[src/rtl/blink_pkg.sv]
package blink_pkg;

  typedef enum logic {
    PH_DARK = 1'b0,
    PH_LIT  = 1'b1
  } phase_t;

  typedef struct packed {
    logic en;
    logic slow;
    logic sync;
    logic start;
  } blink_cfg_t;

endpackage

[src/rtl/blink_load_sync.sv]
module blink_load_sync #(
  parameter int SYNC_STAGES = 2
) (
  input  logic clk,
  input  logic rst,
  input  logic load_i,
  output logic rise_o
);

  logic [SYNC_STAGES-1:0] chain_q;
  logic                   prev_q;

  generate
    if (SYNC_STAGES == 1) begin : g_one
      always_ff @(posedge clk) begin
        if (rst) chain_q <= 1'b1;
        else     chain_q <= load_i;
      end
    end else begin : g_many
      always_ff @(posedge clk) begin
        if (rst) chain_q <= '1;
        else     chain_q <= {chain_q[SYNC_STAGES-2:0], load_i};
      end
    end
  endgenerate

  always_ff @(posedge clk) begin
    if (rst) prev_q <= 1'b1;
    else     prev_q <= chain_q[SYNC_STAGES-1];
  end

  assign rise_o = chain_q[SYNC_STAGES-1] & ~prev_q;

endmodule

[src/rtl/blink_prescaler.sv]
module blink_prescaler #(
  parameter int HALF_CLKS = 25_000_000
) (
  input  logic clk,
  input  logic rst,
  input  logic clear_i,
  output logic tick_o
);

  localparam int CNT_W = (HALF_CLKS > 2) ? $clog2(HALF_CLKS) : 1;
  localparam logic [CNT_W-1:0] LAST = CNT_W'(HALF_CLKS - 1);

  logic [CNT_W-1:0] cnt_q;

  always_ff @(posedge clk) begin
    if (rst || clear_i)      cnt_q <= '0;
    else if (cnt_q == LAST)  cnt_q <= '0;
    else                     cnt_q <= cnt_q + 1'b1;
  end

  assign tick_o = (cnt_q == LAST);

endmodule

[src/rtl/blink_phase.sv]
module blink_phase
  import blink_pkg::*;
(
  input  logic clk,
  input  logic rst,
  input  logic restart_i,
  input  logic tick_i,
  input  logic en_i,
  input  logic slow_i,
  input  logic start_i,
  output logic disp_o
);

  phase_t ph_q, ph_d;
  logic   half_q, half_d;
  logic   rate_q, rate_d;
  logic   disp_q;

  always_comb begin
    ph_d   = ph_q;
    half_d = half_q;
    rate_d = rate_q;
    if (restart_i) begin
      ph_d   = phase_t'(start_i);
      half_d = 1'b0;
      rate_d = slow_i;
    end else if (tick_i) begin
      if (rate_q && !half_q) begin
        half_d = 1'b1;
      end else begin
        half_d = 1'b0;
        ph_d   = (ph_q == PH_LIT) ? PH_DARK : PH_LIT;
        rate_d = slow_i;
      end
    end
  end

  always_ff @(posedge clk) begin
    if (rst) begin
      ph_q   <= PH_DARK;
      half_q <= 1'b0;
      rate_q <= 1'b0;
      disp_q <= 1'b1;
    end else begin
      ph_q   <= ph_d;
      half_q <= half_d;
      rate_q <= rate_d;
      disp_q <= en_i ? (ph_d == PH_LIT) : 1'b1;
    end
  end

  assign disp_o = disp_q;

endmodule

[src/rtl/blink_ctrl_top.sv]
module blink_ctrl_top
  import blink_pkg::*;
#(
  parameter int HALF_CLKS   = 25_000_000,
  parameter int SYNC_STAGES = 2
) (
  input  logic clk,
  input  logic rst,
  input  logic cfg_blink_en,
  input  logic cfg_slow_rate,
  input  logic cfg_sync_on_load,
  input  logic cfg_start_lit,
  input  logic load_i,
  output logic disp_on_o,
  output logic timing_clr_o
);

  blink_cfg_t cfg;
  logic       en_q;
  logic       load_rise;
  logic       sync_clr;
  logic       restart;
  logic       half_tick;
  logic       clr_q;

  assign cfg = '{en: cfg_blink_en, slow: cfg_slow_rate,
                 sync: cfg_sync_on_load, start: cfg_start_lit};

  always_ff @(posedge clk) begin
    if (rst) begin
      en_q  <= 1'b0;
      clr_q <= 1'b0;
    end else begin
      en_q  <= cfg.en;
      clr_q <= sync_clr;
    end
  end

  assign sync_clr = load_rise & cfg.sync;
  assign restart  = sync_clr | (cfg.en & ~en_q);

  blink_load_sync #(.SYNC_STAGES(SYNC_STAGES)) u_sync (
    .clk    (clk),
    .rst    (rst),
    .load_i (load_i),
    .rise_o (load_rise)
  );

  blink_prescaler #(.HALF_CLKS(HALF_CLKS)) u_presc (
    .clk     (clk),
    .rst     (rst),
    .clear_i (restart),
    .tick_o  (half_tick)
  );

  blink_phase u_phase (
    .clk       (clk),
    .rst       (rst),
    .restart_i (restart),
    .tick_i    (half_tick),
    .en_i      (cfg.en),
    .slow_i    (cfg.slow),
    .start_i   (cfg.start),
    .disp_o    (disp_on_o)
  );

  assign timing_clr_o = clr_q;

endmodule

[config.mk]
export PLATFORM = sky130hd
export DESIGN_NAME = blink_ctrl_top
export DESIGN_NICKNAME = d
export VERILOG_FILES = /design/src/rtl/blink_pkg.sv /design/src/rtl/blink_load_sync.sv /design/src/rtl/blink_prescaler.sv /design/src/rtl/blink_phase.sv /design/src/rtl/blink_ctrl_top.sv
export SDC_FILE = /design/constraint.sdc
export NUM_CORES = 1
export LEC_CHECK = 0
export ABC_AREA = 1
export CAP_MARGIN = 20
export CORE_UTILIZATION = 52
export CTS_BUF_LIST = sky130_fd_sc_hd__clkbuf_16
export CTS_CLUSTER_DIAMETER = 120
export DETAILED_ROUTE_END_ITERATION = 8
export PLACE_DENSITY = 0.8
export SLEW_MARGIN = 10
export SYNTH_ARGS = -nofsm -noshare
export SYNTH_HDL_FRONTEND = slang
export SYNTH_HIERARCHICAL = 1
export SYNTH_SLANG_ARGS = --single-unit
[constraint.sdc]
create_clock -name clk -period 2.7 [get_ports clk]
set_clock_uncertainty 0.2 [all_clocks]
set_input_delay 0.54 -clock clk [delete_from_list [all_inputs] [get_ports clk]]
set_output_delay 0.54 -clock clk [all_outputs]
set_load 0.01 [all_outputs]
==> results of run 1 <==
stage by stage:
stage               hold WS (ns)  area, um2  util, %
detailed placement         0.190       1840     59.2
global route               0.245       1970     63.5
floorplan                  0.180       1720        -
CTS                        0.210       1970     63.5
global placement           0.186       1840     59.2
finish                     0.204       1970     63.5
layout by cell type (no fill, tap or decap):
master	count
a21oi_1	9
a21oi_2	2
clkbuf_16	5
clkdlybuf4s50_1	8
clkinv_2	2
dfxtp_1	34
ha_1	1
inv_1	39
nand2_1	75
nand2_2	5
nand2_4	1
nand3_1	16
nand3_2	1
nand3b_1	1
nand4_1	3
nor2_1	40
nor2_2	6
nor2_4	5
nor3_1	3
o21ai_0	4
xnor2_1	6
xor2_1	3
state kept, by name, summed over array words and instances (netlist names):
register        cells
timing_clr_o        1
u_presc/cnt_q      25
en_q                1
u_phase/ph_q        1
u_phase/rate_q      1
u_sync/prev_q       1
u_phase/half_q      1
u_phase/disp_o      1
u_sync/chain_q      2
synthesized netlist by cell type:
cell,n,share of area (%)
dfxtp_1,34,40
xor2_1,3,1.5
ha_1,1,0.73
nand3_2,1,0.58
nor3_1,3,0.87
nand4_1,3,1.1
a21oi_2,2,1.0
nand3_1,16,4.6
xnor2_1,6,3.1
nand3b_1,1,0.44
nand2_1,75,16
nor2_4,5,3.3
a21oi_1,9,2.6
inv_1,39,8.5
nor2_1,40,8.7
nor2_2,6,2.2
nand2_4,1,0.65
nand2_2,5,1.8
buf_6,2,1.3
o21ai_0,4,1.2
layout make-up:
type                    instances  area [um2]  share of cell area, %
multi-input cells             181         873                   44.3
flip-flops and latches         34         681                   34.5
inverters                      39         146                   7.43
clock buffers                   5         125                   6.35
repair buffers                  8        80.1                   4.06
well taps                      44        55.1                   2.79
clock inverters                 2        10.0                  0.508
power breakdown:
group / internal [mW] / leakage (nW) / switching, mW / total [mW]
clock network: 0.332 / 0.0694 / 0.198 / 0.530
registers: 0.510 / 0.276 / 0.00353 / 0.514
logic: 0.0175 / 0.379 / 0.0225 / 0.0400
path summary, 6_finish.rpt:
path | slack, ns | to | cells past startpoint | from
hold / removal | 0.20 | u_sync/chain_q[1]$_SDFF_PP1_ | 2 | u_sync/chain_q[0]$_SDFF_PP1_
setup / recovery | 0.74 | u_phase/disp_o$_SDFF_PP1_ | 8 | u_presc/cnt_q[0]$_SDFF_PP0_
setup reg to reg | 0.74 | u_phase/disp_o$_SDFF_PP1_ | 8 | u_presc/cnt_q[0]$_SDFF_PP0_
hold reg to reg | 0.20 | u_sync/chain_q[1]$_SDFF_PP1_ | 2 | u_sync/chain_q[0]$_SDFF_PP1_
layer usage:
layer	wire (um)	global-route usage (%)	up-vias
li1	-	-	802
met1	1480	23.7	646
met2	1420	35.2	20
met3	95	5.24	7
met4	61	11.0	0
met5	0	0	-
cell families after synthesis:
group / Yosys count / synth area share [%]
AOI/OAI and AO/OA: 15 / 4.79
xor gates and xnor gates: 9 / 4.58
adders and majority gates: 1 / 0.726
buffers and inverters: 41 / 9.80
DFF: 34 / 39.5
and+or+nand+nor: 156 / 40.6
worst register-to-register path, delay by kind of cell (launching register included):
| family | cells | cell delay [ns] |
|---|---|---|
| adders and majority gates | 1 | 0.19 |
| DFF | 1 | 0.35 |
| and+or+nand+nor | 7 | 1.10 |
==> run summary, run 1 <==
Overflow after GRT: 0
vias per inst: 4.71
initial antenna violation count: 0
remaining antenna violation count: 0
Iter 0 DRT Violations: 83
wire length per cell: 9.76 um
Worst-Margin Slew: 0.380 ns
layout cells sized above 1: 10.0%
DRT Pass-1 Iters: 4
I/O pins: 9
die width: 59.6 um
ant diodes: 0
Syn. warnings: 6
pwr/cell area: 550 nW/um2
outcome: finished clean
CTS Buf Count: 5
dpl cells: 306
DR vias: 1475
sequential share of the synthesized area: 39.5%
Final Hold Vio Count: 0
hold buffer count at cts: 0
RSZ-0062 raised after global routing: false
Max Root-Sink Buffers: 2
global-route wire length before repair: 5400 um
Startpoint Class: flip-flop
final WL: 3060 um
CTS H-tree lvls: 2
Mapped Cells: 256
vias in the first global route: 1310
CP peak stage delay: 0.37 ns
Critical Path, Cell by Cell: ha_1, nand2_1, nor2_4, nand2_1, nor3_1, nand3_1, nand3_2, nand3b_1
Critical Path End Type: flip-flop
register bit total from synthesis: 34
crit path DAT: 1.92 ns
Leak: 0.724 nW
Hold Crit Class: reg2reg
Setup TNS Final: 0 ns
post_cts resized: 0
Root Driver: clkbuf_16
final worst slack: 0.745 ns
pin count of the biggest net entering global routing: 26
# setup viols final: 0
relative slew slack: 74.5%
Final period util: 72.4%
Netlist cell types: 20
CTS sink count: 34
max-cap violations: 0
Finished Layout Cells: 313
GPL Wtd Cong: 0.788
dpl ws: 0.696 ns
CP delay by family, top: simple AND/OR/NAND/NOR gates
PortBufs: 8
nets@finish: 277
WP data required: 2.66 ns
drt drc: 0
Post-Syn Nets: 264
synthesized area: 1720 um2
post-CTS setup buffers: 0
CP dominant cell by count: nand2_1
Buf/Inv on CP: 0
gr usage total: 20.7%
# rows: 20
HPWL after DPL: 2180 um
Slew Limit Fails: 0
CTS tree: built
CP Max Fanout: 4
Critical-path top delay cell: nor3_1
Layout area overhead: 14.4%
Clock transition at path regs: 0.05 ns
core area: 3100 um2
Final min period: 1.96 ns
clk_lat worst skew: 0.28 ns
die area: 3550 um2
path type of the worst setup path: reg2reg
VDD IR-drop max: 324 uV
Die H: 59.6 um
syn avg cell area: 6.73 um2
# fillers: 308
Final Power: 1.08 mW
Initial Util: 55.5%
Max Fclk: 511 MHz
No activity file was read; power rests on OpenSTA's default activity.
==> run 2, diff against run 1 <==
==> constraint.sdc (replaced) <==
create_clock -name clk -period 1.89 [get_ports clk]
set_clock_uncertainty 0.2 [all_clocks]
set_input_delay 0.378 -clock clk [delete_from_list [all_inputs] [get_ports clk]]
set_output_delay 0.378 -clock clk [all_outputs]
set_load 0.01 [all_outputs]
==> run summary, run 2 (same netlist as run 1, synthesis figures left out) <==
Critical Path, Cell by Cell: ha_1, nand2_1, nor2_4, nand2_1, nor2_1, nand2_1, nand2_4, nor2_1
share of power burned in registers: 46.4%
Iter 0 DRT Violations: 95
outcome: finished clean
core area: 3100 um2
CTS tree: built
Initial Util: 55.5%
vias in the first global route: 1414
internal power: 1.23 mW
# rows: 20
CP delay by family, top: simple AND/OR/NAND/NOR gates
vias per inst: 4.84
Most flops, register: u_presc/cnt_q
die width: 59.6 um
RR Startpoint: u_presc/cnt_q[0]$_SDFF_PP0_
Max Root-Sink Buffers: 2
Largest regs: u_presc/cnt_q x25, u_sync/chain_q x2
Leak: 0.743 nW
Root Driver: clkbuf_16
VDD IR-drop max: 654 uV
DR vias: 1539
relative slew slack: 80.7%
CP peak stage delay: 0.35 ns
Layout area overhead: 17.3%
Worst-Margin Slew: 0.289 ns
Hold Crit Class: reg2reg
WP data required: 1.85 ns
launch point of the worst hold path: u_sync/chain_q[0]$_SDFF_PP1_
drt drc: 0
layout cells sized above 1: 12.8%
Die H: 59.6 um
CP Max Fanout: 25
GPL Wtd Cong: 0.778
Final Hold Vio Count: 0
R2R setup slack: 0.15 ns
Final Power: 1.58 mW
initial antenna violation count: 0
placed cell areas: 1870 um2
clk_lat worst skew: 0.28 ns
Setup TNS Final: 0 ns
path type of the worst setup path: reg2reg
DRT Pass-1 Iters: 4
Switching Power: 345 uW
PortBufs: 8
# setup viols final: 0
remaining antenna violation count: 0
max-cap violations: 0
Buf/Inv on CP: 0
CTS sink count: 34
max FFs per register: 25
Min Hold Slack: 0.211 ns
Clk pwr share: 49.8%
pwr/cell area: 782 nW/um2
I/O pins: 9
Comb pwr share: 3.7%
Clock transition at path regs: 0.06 ns
Critical-path top delay cell: dfxtp_1
pin count of the biggest net entering global routing: 26
Final period util: 92.0%
commonest cells after routing, fill and taps aside: 74 x nand2_1, 40 x nor2_1, 39 x inv_1
CTS Buf Count: 5
Final Cell Area: 2020 um2
Max Fclk: 575 MHz
post-CTS setup buffers: 0
Worst setup startpoint: u_presc/cnt_q[0]$_SDFF_PP0_
Startpoint Class: flip-flop
crit path to: u_presc/cnt_q[19]$_SDFF_PP0_
nets@finish: 281
Critical Path End Type: flip-flop
die area: 3550 um2
crit path DAT: 1.70 ns
HPWL after DPL: 2440 um
Worst path depth: 8
gr usage total: 22.5%
worst r2r path cells: 8
RSZ-0062 raised after global routing: false
global-route wire length before repair: 5740 um
most common cell after layout, fill and taps aside: nand2_1
CTS H-tree lvls: 2
switch share: 21.8%
ant diodes: 0
CP dominant cell by count: nand2_1
Slew Limit Fails: 0
r2r endpoint: u_presc/cnt_q[19]$_SDFF_PP0_
Final min period: 1.74 ns
Overflow after GRT: 0
wire length per cell: 10.6 um
final WL: 3370 um
run 2: cell count changes in the layout (fill, tap and decap cells not counted), sizes merged:
| cell | before | now |
|---|---|---|
| clkinvlp | 0 | 1 |
| buf | 0 | 4 |
run 2: layout make-up:
type	instances	area (um2)
inverters	39	146
fillers	327	1080
clock inverters	3	16.3
flip-flops and latches	34	682
well taps	44	55.1
clock buffers	5	125
repair buffers	12	110
multi-input cells	181	886
run 2: worst min-delay path by stage:
stage / end / slack (ns) / cells past startpoint
after CTS: u_sync/chain_q[1]$_SDFF_PP1_ / 0.21 / 2
final: u_sync/chain_q[1]$_SDFF_PP1_ / 0.21 / 2
after floorplan: u_sync/chain_q[1]$_SDFF_PP1_ / 0.18 / 2
after detailed placement: u_sync/chain_q[1]$_SDFF_PP1_ / 0.20 / 2
after global routing: u_sync/chain_q[1]$_SDFF_PP1_ / 0.25 / 2
after global placement: u_sync/chain_q[1]$_SDFF_PP1_ / 0.19 / 2
run 2: power by group through the flow:
stage	clock network, mW	registers [mW]	logic [mW]
floorplan	0	0.748	0.0381
global placement	0	0.748	0.0591
detailed placement	0	0.748	0.0599
CTS	0.803	0.733	0.0601
global route	0.834	0.734	0.0659
finish	0.787	0.733	0.0592
run 2: timing repair:
action | in CTS | in global routing
cloned | 0 | 0
hold buffers | 0 | 0
setup endpoints to repair | 3 | 3
pin swaps | 0 | 1
resized for setup | 1 | 3
run 2: metal layers:
layer | wire length, um | GRT usage, % | vias up
met5 | 0 | 0 | -
met4 | 61 | 8.97 | 0
met3 | 148 | 8.95 | 8
met2 | 1630 | 39.5 | 29
met1 | 1520 | 23.9 | 694
li1 | - | - | 808
run 2: stage by stage:
stage	setup WS (ns)	utilization, %	cells
floorplan	0.122	-	256
global placement	0.0354	60.1	310
detailed placement	-0.0245	60.1	310
CTS	0.0921	64.8	318
global route	0.0117	65.1	318
finish	0.151	65.1	318
run 2: worst register-to-register path, stage by stage, from the launching register on:
cell     delay (ns)
dfxtp_1        0.35
ha_1           0.19
nand2_1        0.10
nor2_4         0.14
nand2_1        0.07
nor2_1         0.12
nand2_1        0.10
nand2_4        0.24
nor2_1         0.11
